## src/rtl/vcmp_pkg.sv

```systemverilog
package vcmp_pkg;
  typedef enum logic [2:0] {
    CMP_EQ  = 3'd0,
    CMP_NE  = 3'd1,
    CMP_LT  = 3'd2,
    CMP_GE  = 3'd3,
    CMP_LTU = 3'd4,
    CMP_GEU = 3'd5
  } cmp_op_e;
endpackage

```

## src/rtl/vcmp_regfile.sv

```systemverilog
module vcmp_regfile #(
  parameter int XLEN  = 32,
  parameter int NREGS = 32,
  localparam int RW   = $clog2(NREGS)
) (
  input  logic            clk_i,
  input  logic            we_i,
  input  logic            wfp_i,
  input  logic [RW-1:0]   waddr_i,
  input  logic [XLEN-1:0] wdata_i,
  input  logic            rfp_i,
  input  logic [RW-1:0]   raddr1_i,
  input  logic [RW-1:0]   raddr2_i,
  output logic [XLEN-1:0] rdata1_o,
  output logic [XLEN-1:0] rdata2_o
);
  logic [XLEN-1:0] mem_q [2][NREGS];

  always_ff @(posedge clk_i) begin
    if (we_i) mem_q[wfp_i][waddr_i] <= wdata_i;
  end

  assign rdata1_o = mem_q[rfp_i][raddr1_i];
  assign rdata2_o = mem_q[rfp_i][raddr2_i];
endmodule

```

## src/rtl/vcmp_compare.sv

```systemverilog
module vcmp_compare #(
  parameter int XLEN = 32
) (
  input  logic [XLEN-1:0] a_i,
  input  logic [XLEN-1:0] b_i,
  input  logic [2:0]      op_i,
  input  logic            fp_i,
  output logic            hit_o
);
  import vcmp_pkg::*;

  logic eq, lt_s, lt_u;
  assign eq   = (a_i == b_i);
  assign lt_s = ($signed(a_i) < $signed(b_i));
  assign lt_u = (a_i < b_i);

  always_comb begin
    hit_o = 1'b0;
    if (fp_i) begin
      // raw-bit equality only
      if (op_i == CMP_EQ) hit_o = eq;
      else if (op_i == CMP_NE) hit_o = !eq;
    end else begin
      case (op_i)
        CMP_EQ:  hit_o = eq;
        CMP_NE:  hit_o = !eq;
        CMP_LT:  hit_o = lt_s;
        CMP_GE:  hit_o = !lt_s;
        CMP_LTU: hit_o = lt_u;
        CMP_GEU: hit_o = !lt_u;
        default: hit_o = 1'b0;
      endcase
    end
  end
endmodule

```

## src/rtl/vcmp_pred_bank.sv

```systemverilog
module vcmp_pred_bank #(
  parameter int XLEN  = 32,
  parameter int NPRED = 8,
  localparam int PW   = $clog2(NPRED),
  localparam int BW   = $clog2(XLEN)
) (
  input  logic            clk_i,
  input  logic            rst_ni,
  input  logic            clr_i,
  input  logic            set_i,
  input  logic            fp_i,
  input  logic [PW-1:0]   idx_i,
  input  logic [BW-1:0]   bit_i,
  input  logic            rfp_i,
  input  logic [PW-1:0]   ridx_i,
  output logic [XLEN-1:0] rdata_o
);
  logic [XLEN-1:0] preg_q [2][NPRED];

  always_ff @(posedge clk_i or negedge rst_ni) begin
    if (!rst_ni) begin
      for (int b = 0; b < 2; b++)
        for (int r = 0; r < NPRED; r++) preg_q[b][r] <= '0;
    end else if (clr_i) begin
      preg_q[fp_i][idx_i] <= '0;
    end else if (set_i) begin
      preg_q[fp_i][idx_i][bit_i] <= 1'b1;
    end
  end

  assign rdata_o = preg_q[rfp_i][ridx_i];

  // clearing and setting never collide
  p_clr_set_excl_r2: assert property (@(posedge clk_i) disable iff (!rst_ni)
    !(clr_i && set_i));
endmodule

```

## src/rtl/vcmp_pred_unit.sv

```systemverilog
module vcmp_pred_unit #(
  parameter int XLEN  = 32,
  parameter int NREGS = 32,
  parameter int NPRED = 8,
  localparam int RW   = $clog2(NREGS),
  localparam int PW   = $clog2(NPRED),
  localparam int BW   = $clog2(XLEN),
  localparam int VLW  = $clog2(XLEN + 1) + 1
) (
  input  logic            clk_i,
  input  logic            rst_ni,
  input  logic            start_i,
  input  logic [RW-1:0]   src1_i,
  input  logic [RW-1:0]   src2_i,
  input  logic            vec1_i,
  input  logic            vec2_i,
  input  logic [VLW-1:0]  vl_i,
  input  logic [2:0]      cmp_op_i,
  input  logic            fp_i,
  input  logic [PW-1:0]   pdst_i,
  output logic            busy_o,
  output logic            done_o,
  output logic            scalar_br_o,
  input  logic            rf_we_i,
  input  logic            rf_fp_i,
  input  logic [RW-1:0]   rf_waddr_i,
  input  logic [XLEN-1:0] rf_wdata_i,
  input  logic            pred_fp_i,
  input  logic [PW-1:0]   pred_raddr_i,
  output logic [XLEN-1:0] pred_rdata_o
);
  localparam logic [VLW-1:0] VL_MAX = VLW'(XLEN);

  logic           busy_q, done_q, sbr_q;
  logic [VLW-1:0] cnt_q, vl_q;
  logic [RW-1:0]  src1_q, src2_q;
  logic           vec1_q, vec2_q, fp_q;
  logic [2:0]     op_q;
  logic [PW-1:0]  pdst_q;

  logic           accept, vec_mode, last, hit;
  logic [VLW-1:0] vl_eff;
  logic [RW-1:0]  addr1, addr2;
  logic [XLEN-1:0] opa, opb;

  assign accept   = start_i && !busy_q;
  assign vec_mode = vec1_i || vec2_i;
  assign vl_eff   = (vl_i > VL_MAX) ? VL_MAX : vl_i;
  assign last     = (cnt_q == vl_q - 1'b1);

  // NREGS power of two: truncation gives the wraparound
  assign addr1 = vec1_q ? src1_q + RW'(cnt_q) : src1_q;
  assign addr2 = vec2_q ? src2_q + RW'(cnt_q) : src2_q;

  always_ff @(posedge clk_i or negedge rst_ni) begin
    if (!rst_ni) begin
      busy_q <= 1'b0;
      done_q <= 1'b0;
      sbr_q  <= 1'b0;
      cnt_q  <= '0;
      vl_q   <= '0;
      src1_q <= '0;
      src2_q <= '0;
      vec1_q <= 1'b0;
      vec2_q <= 1'b0;
      fp_q   <= 1'b0;
      op_q   <= '0;
      pdst_q <= '0;
    end else begin
      done_q <= 1'b0;
      sbr_q  <= 1'b0;
      if (accept) begin
        src1_q <= src1_i;
        src2_q <= src2_i;
        vec1_q <= vec1_i;
        vec2_q <= vec2_i;
        fp_q   <= fp_i;
        op_q   <= cmp_op_i;
        pdst_q <= pdst_i;
        vl_q   <= vl_eff;
        cnt_q  <= '0;
        if (!vec_mode)          sbr_q  <= 1'b1;
        else if (vl_eff == '0)  done_q <= 1'b1;
        else                    busy_q <= 1'b1;
      end else if (busy_q) begin
        cnt_q <= cnt_q + 1'b1;
        if (last) begin
          busy_q <= 1'b0;
          done_q <= 1'b1;
        end
      end
    end
  end

  vcmp_regfile #(.XLEN(XLEN), .NREGS(NREGS)) u_rf (
    .clk_i    (clk_i),
    .we_i     (rf_we_i),
    .wfp_i    (rf_fp_i),
    .waddr_i  (rf_waddr_i),
    .wdata_i  (rf_wdata_i),
    .rfp_i    (fp_q),
    .raddr1_i (addr1),
    .raddr2_i (addr2),
    .rdata1_o (opa),
    .rdata2_o (opb)
  );

  vcmp_compare #(.XLEN(XLEN)) u_cmp (
    .a_i   (opa),
    .b_i   (opb),
    .op_i  (op_q),
    .fp_i  (fp_q),
    .hit_o (hit)
  );

  vcmp_pred_bank #(.XLEN(XLEN), .NPRED(NPRED)) u_pred (
    .clk_i   (clk_i),
    .rst_ni  (rst_ni),
    .clr_i   (accept && vec_mode),
    .set_i   (busy_q && hit),
    .fp_i    (busy_q ? fp_q : fp_i),
    .idx_i   (busy_q ? pdst_q : pdst_i),
    .bit_i   (cnt_q[BW-1:0]),
    .rfp_i   (pred_fp_i),
    .ridx_i  (pred_raddr_i),
    .rdata_o (pred_rdata_o)
  );

  assign busy_o      = busy_q;
  assign done_o      = done_q;
  assign scalar_br_o = sbr_q;

  p_done_pulse_r7: assert property (@(posedge clk_i) disable iff (!rst_ni)
    done_o |=> !done_o);
  p_done_not_busy_r7: assert property (@(posedge clk_i) disable iff (!rst_ni)
    done_o |-> !busy_o);
  p_fall_then_done_r7: assert property (@(posedge clk_i) disable iff (!rst_ni)
    $fell(busy_o) |-> done_o);
  p_scalar_alone_r1: assert property (@(posedge clk_i) disable iff (!rst_ni)
    scalar_br_o |-> (!busy_o && !done_o));
  p_cnt_in_range_r9: assert property (@(posedge clk_i) disable iff (!rst_ni)
    busy_q |-> (cnt_q < vl_q && vl_q <= VL_MAX));
endmodule

```

## config.mk

```make
export PLATFORM = sky130hd
export DESIGN_NAME = vcmp_pred_unit
export DESIGN_NICKNAME = d
export VERILOG_FILES = /design/src/rtl/vcmp_pkg.sv /design/src/rtl/vcmp_regfile.sv /design/src/rtl/vcmp_compare.sv /design/src/rtl/vcmp_pred_bank.sv /design/src/rtl/vcmp_pred_unit.sv
export SDC_FILE = /design/constraint.sdc
export NUM_CORES = 2
export LEC_CHECK = 0
export BUFFER_PORTS_ARGS = -buffer_cell sky130_fd_sc_hd__buf_2
export CAP_MARGIN = 20
export CORE_UTILIZATION = 35
export CTS_BUF_LIST = sky130_fd_sc_hd__clkbuf_8
export DETAILED_ROUTE_END_ITERATION = 6
export PLACE_DENSITY = 0.51
export SLEW_MARGIN = 20
export SYNTH_ARGS = -nofsm -noshare
export SYNTH_HDL_FRONTEND = slang
export SYNTH_SLANG_ARGS = --single-unit
```

## constraint.sdc

```tcl
create_clock -name clk_i -period 7.19 [get_ports clk_i]
set_clock_uncertainty 0.1 [all_clocks]
set_input_delay 0.719 -clock clk_i [delete_from_list [all_inputs] [get_ports clk_i]]
set_output_delay 0.719 -clock clk_i [all_outputs]
set_load 0.05 [all_outputs]
```

==> results.txt <==
* Cell chosen for the clock root: sky130_fd_sc_hd__clkbuf_8
- CTS built an H-tree with a depth of 5.
- Cts repair resizes: 0
* Initial Utilization: about a third
- Ys Warns: 0
- Worst setup path category: reg2reg
- Upper clock frequency limit: ~140 MHz
- The first global-routing pass estimated 583000 µm of wire.
* Die outline area: 353000 µm²
- In this run, placement finished with an instance count of roughly 12000.
- Sequential cells were found to cover between 60% and 70% of the synthesized design area.
- The worst path in the final design needs a cycle of 6.91 ns, including I/O delays and setup.
* Max-cap viol count: 0
* Setup TNS Final: 0 ns
- The number of buffers and inverters on the critical path is 6.
* Final cell count without fillers: 12500
* IO Pins: 107
- STA classifies the critical path endpoint as a flop.
- A synthesized cell averages around 17 µm².
- Area of the mapped netlist: 123000 µm²
- Along the worst path, the maximum fanout reaches 55.
- Proportion of synthesized flip-flops having asynchronous set or reset: 21.1%
- Count of standard-cell rows: 217
* NumNets Final: 7627
- After detailed routing, the number of remaining DRC violations is 0.
* Number of CTS-inserted buffers: 451
* Vias per cell: 6.06
- Dividing the final minimum period by the clock period gives 96.0%.
- Summed over all layers, the global routing overflow is 0.
- Initial DRC count: 7627
- No sink is reached through more buffers than the 4 on the longest clock path.
- After detailed routing, the average wire length per cell comes to 33.1 µm.
- Count of distinct cell types in the synthesized netlist: 71
- Summed over its instances, the top area cell type makes up 50.1% of the synthesized netlist area.
- # port buffers: 106
* Post-route antenna net violation count: 0
* Detailed Routing Iterations Pass 1: 6
* Later-pin clock latency in the skew report: 1.16 ns
* Top cell type by total area after synthesis: sky130_fd_sc_hd__edfxtp_1
- CP arrival: 7.81 ns
* LEAKAGE: around 47 nW
* Delay of the slowest cell on the worst path: 0.76 ns
* Number of clock sinks seen by CTS: roughly 2600
* Sum of internal, switching and leakage power: ~70 mW
- After clock tree synthesis, the clock-pin slew on the worst setup and hold paths is about 0.07 ns.
- Final wirelength: 413000 µm
* Hold Vio Cnt, Final: 0
- The routed layout has 75600 vias.
- Outcome: completed
* Final Slew Violations: 0
- Required time at the endpoint of the critical path: ~8.1 ns
- Cell Pwr Density: 486 nW/µm²
* Post-synthesis sequential element count: 2596
- Number of synthesized flops with an enable pin: 2048
* Kind of cell adding the most delay to the critical path: simple AND/OR/NAND/NOR gates
* Startpoint kind of the worst setup timing path: flop
- Setup violations remaining at the end of the flow were counted as 0.
- The congestion estimate from routability-driven global placement came to approximately 0.83.
- The most numerous cell type found on the critical path is sky130_fd_sc_hd__buf_4.
- Of the cells placed in the final design, the portion with a size suffix greater than 1 is between 30% and 40%.
- The path class of the tightest hold or removal check is in2reg.
- Yosys attributes the largest share of cell area to sky130_fd_sc_hd__edfxtp_1, sky130_fd_sc_hd__mux4_2, sky130_fd_sc_hd__dfrtp_1, sky130_fd_sc_hd__mux2i_1, sky130_fd_sc_hd__a211oi_1.
- Max IR drop VDD: roughly 1.1 mV
- Die width: ~600 µm
* Most frequent standard cell in the layout excluding fill and tap cells: sky130_fd_sc_hd__edfxtp_1
- Dominant synthesized flop cell: sky130_fd_sc_hd__edfxtp_1
* Number of global-route vias before repair: 78800
- Detailed placement ended at an HPWL of ~240000 µm.
* Worst slew margin relative to its limit: 23.2%
- TritonCTS built the clock tree.
- The number of antenna violations at the first check in global routing is 25.
* Unrepaired setup endpoints after global routing: no
- Relative to the synthesized area, the layout overhead comes to 14.4%.
* Mapped Nets: 7209
- At the pin with the least slew margin, the transition time is 1.15 ns.
- Walking the worst path, the cells encountered are buf_12, buf_12, buf_4, mux4_2, mux2i_1, a211oi_1, a211oi_1, buf_4, a21oi_1, ha_1, nand4_4, nor4_4, buf_4, nand3_1, xor2_1, nor3_2, buf_4, nand3_4, nor2_4, a22o_1.
- Among all stages on the critical path, the largest delay is contributed by sky130_fd_sc_hd__dfrtp_4.
* Global-route usage over all layers: a little under a quarter
* Top library cells by usage in the layout, fill and taps aside: sky130_fd_sc_hd__edfxtp_1, sky130_fd_sc_hd__mux4_2, sky130_fd_sc_hd__dfrtp_1, sky130_fd_sc_hd__clkbuf_8, sky130_fd_sc_hd__o21ai_0
- Die extent in y: 595 µm
- In this run the standard cell core region covers around 350000 µm².
* Gate count of the mapped netlist: slightly above 7000
- Entering global routing, the biggest net connects 191 pins.
[timing repair]
item	in CTS	in global routing
endpoints found under the hold margin	153	0
setup buffers	0	0
hold buffers	37	0
[registers in the layout, summed over array words and instances, names as in the netlist]
register / count
op_q: 3
src1_q: 5
vec1_q: 1
vl_q: 7
vec2_q: 1
pdst_q: 3
busy_o: 1
done_o: 1
u_rf.mem_q: 2048
fp_q: 1
scalar_br_o: 1
u_pred.preg_q: 512
src2_q: 5
cnt_q: 7
[final cells by class]
class / instances / area [µm²]
tap: 4599 / 5750
fill: 31400 / 209000
antenna: 18 / 45.0
inverter: 15 / 56.3
sequential: 2596 / 75200
clock inverter: 312 / 1630
timing repair buffer: 573 / 5580
multi-input combinational: 3871 / 45500
clock buffer: 488 / 6720
[routing by layer]
layer | wire length (µm) | track usage, % | vias up
met5 | 25 | 0 | -
met3 | 29400 | 3.81 | 716
met1 | 168000 | 30.5 | 41000
li1 | - | - | 30500
met2 | 202000 | 38.2 | 3393
met4 | 13700 | 7.47 | 4
[logic make-up after synthesis]
family	count (synthesis)	share of synthesized area (%)
AO/OA/AOI/OAI	1444	7.91
XOR/XNOR	18	0.144
adder cells (fa/ha/maj)	47	0.491
buffers and inverters	623	2.28
flip-flops	2596	61.2
multiplexers	1543	24.7
AND/OR/NAND/NOR	819	3.23
[cell usage after synthesis (9+ instances only)]
library cell and n:
sky130_fd_sc_hd__edfxtp_1 2048, sky130_fd_sc_hd__mux4_2 1184, sky130_fd_sc_hd__dfrtp_1 548, sky130_fd_sc_hd__o21ai_0 385
sky130_fd_sc_hd__nand2_1 323, sky130_fd_sc_hd__a211oi_1 320, sky130_fd_sc_hd__clkbuf_1 283, sky130_fd_sc_hd__mux2i_1 261
sky130_fd_sc_hd__a22oi_1 234, sky130_fd_sc_hd__buf_2 230, sky130_fd_sc_hd__nor2b_1 203, sky130_fd_sc_hd__nor2_1 185
sky130_fd_sc_hd__a21oi_1 145, sky130_fd_sc_hd__a22o_1 134, sky130_fd_sc_hd__mux2_2 97, sky130_fd_sc_hd__o211ai_1 66
sky130_fd_sc_hd__buf_1 64, sky130_fd_sc_hd__ha_1 45, sky130_fd_sc_hd__o21ai_1 42, sky130_fd_sc_hd__a211o_1 32
sky130_fd_sc_hd__a31o_2 32, sky130_fd_sc_hd__a32oi_1 25, sky130_fd_sc_hd__nand3_1 24, sky130_fd_sc_hd__nand2b_1 20
sky130_fd_sc_hd__buf_6 19, sky130_fd_sc_hd__inv_1 15, sky130_fd_sc_hd__or2_2 10, sky130_fd_sc_hd__buf_4 9
sky130_fd_sc_hd__xor2_1 9
[where the power goes]
group	internal [mW]	leakage, nW	switching [mW]
clock	6.56	4.77	6.33
sequential	17.0	26.0	0.634
combinational	15.9	16.7	21.9
total	39.4	47.5	28.9
[path summary, 6_finish.rpt]
kind / start / slack [ns] / end / depth (start not counted)
worst min register to register: u_pred.preg_q[116]$_DFFE_PN0P_ / 0.38 / u_pred.preg_q[116]$_DFFE_PN0P_ / 2
max in group asynchronous: rst_ni / 5.15 / cnt_q[0]$_DFFE_PN0P_ / 4
worst max-delay path: fp_q$_DFFE_PN0P_ / 0.28 / u_pred.preg_q[69]$_DFFE_PN0P_ / 20
min in group asynchronous: rst_ni / 0.14 / u_pred.preg_q[240]$_DFFE_PN0P_ / 2
worst min-delay path: rf_wdata_i[18] / 0.04 / u_rf.mem_q[1][434]$_DFFE_PP_ / 1
worst max register to register: fp_q$_DFFE_PN0P_ / 0.28 / u_pred.preg_q[69]$_DFFE_PN0P_ / 20
[through the flow]
stage | instance area (µm²) | util (%) | hold slack, ns | setup WS (ns)
2_1_floorplan | 123000 | - | 0.323 | 1.82
3_3_place_gp | 132000 | 37.7 | 0.357 | 0.324
3_5_place_dp | 132000 | 37.7 | 0.366 | 0.324
4_1_cts | 140000 | 40.2 | 0.0693 | 0.303
5_1_grt | 141000 | 40.2 | 0.0102 | 0.0267
6_report | 141000 | 40.2 | 0.0352 | 0.285
Note: power is estimated with default switching activity, not from simulation.
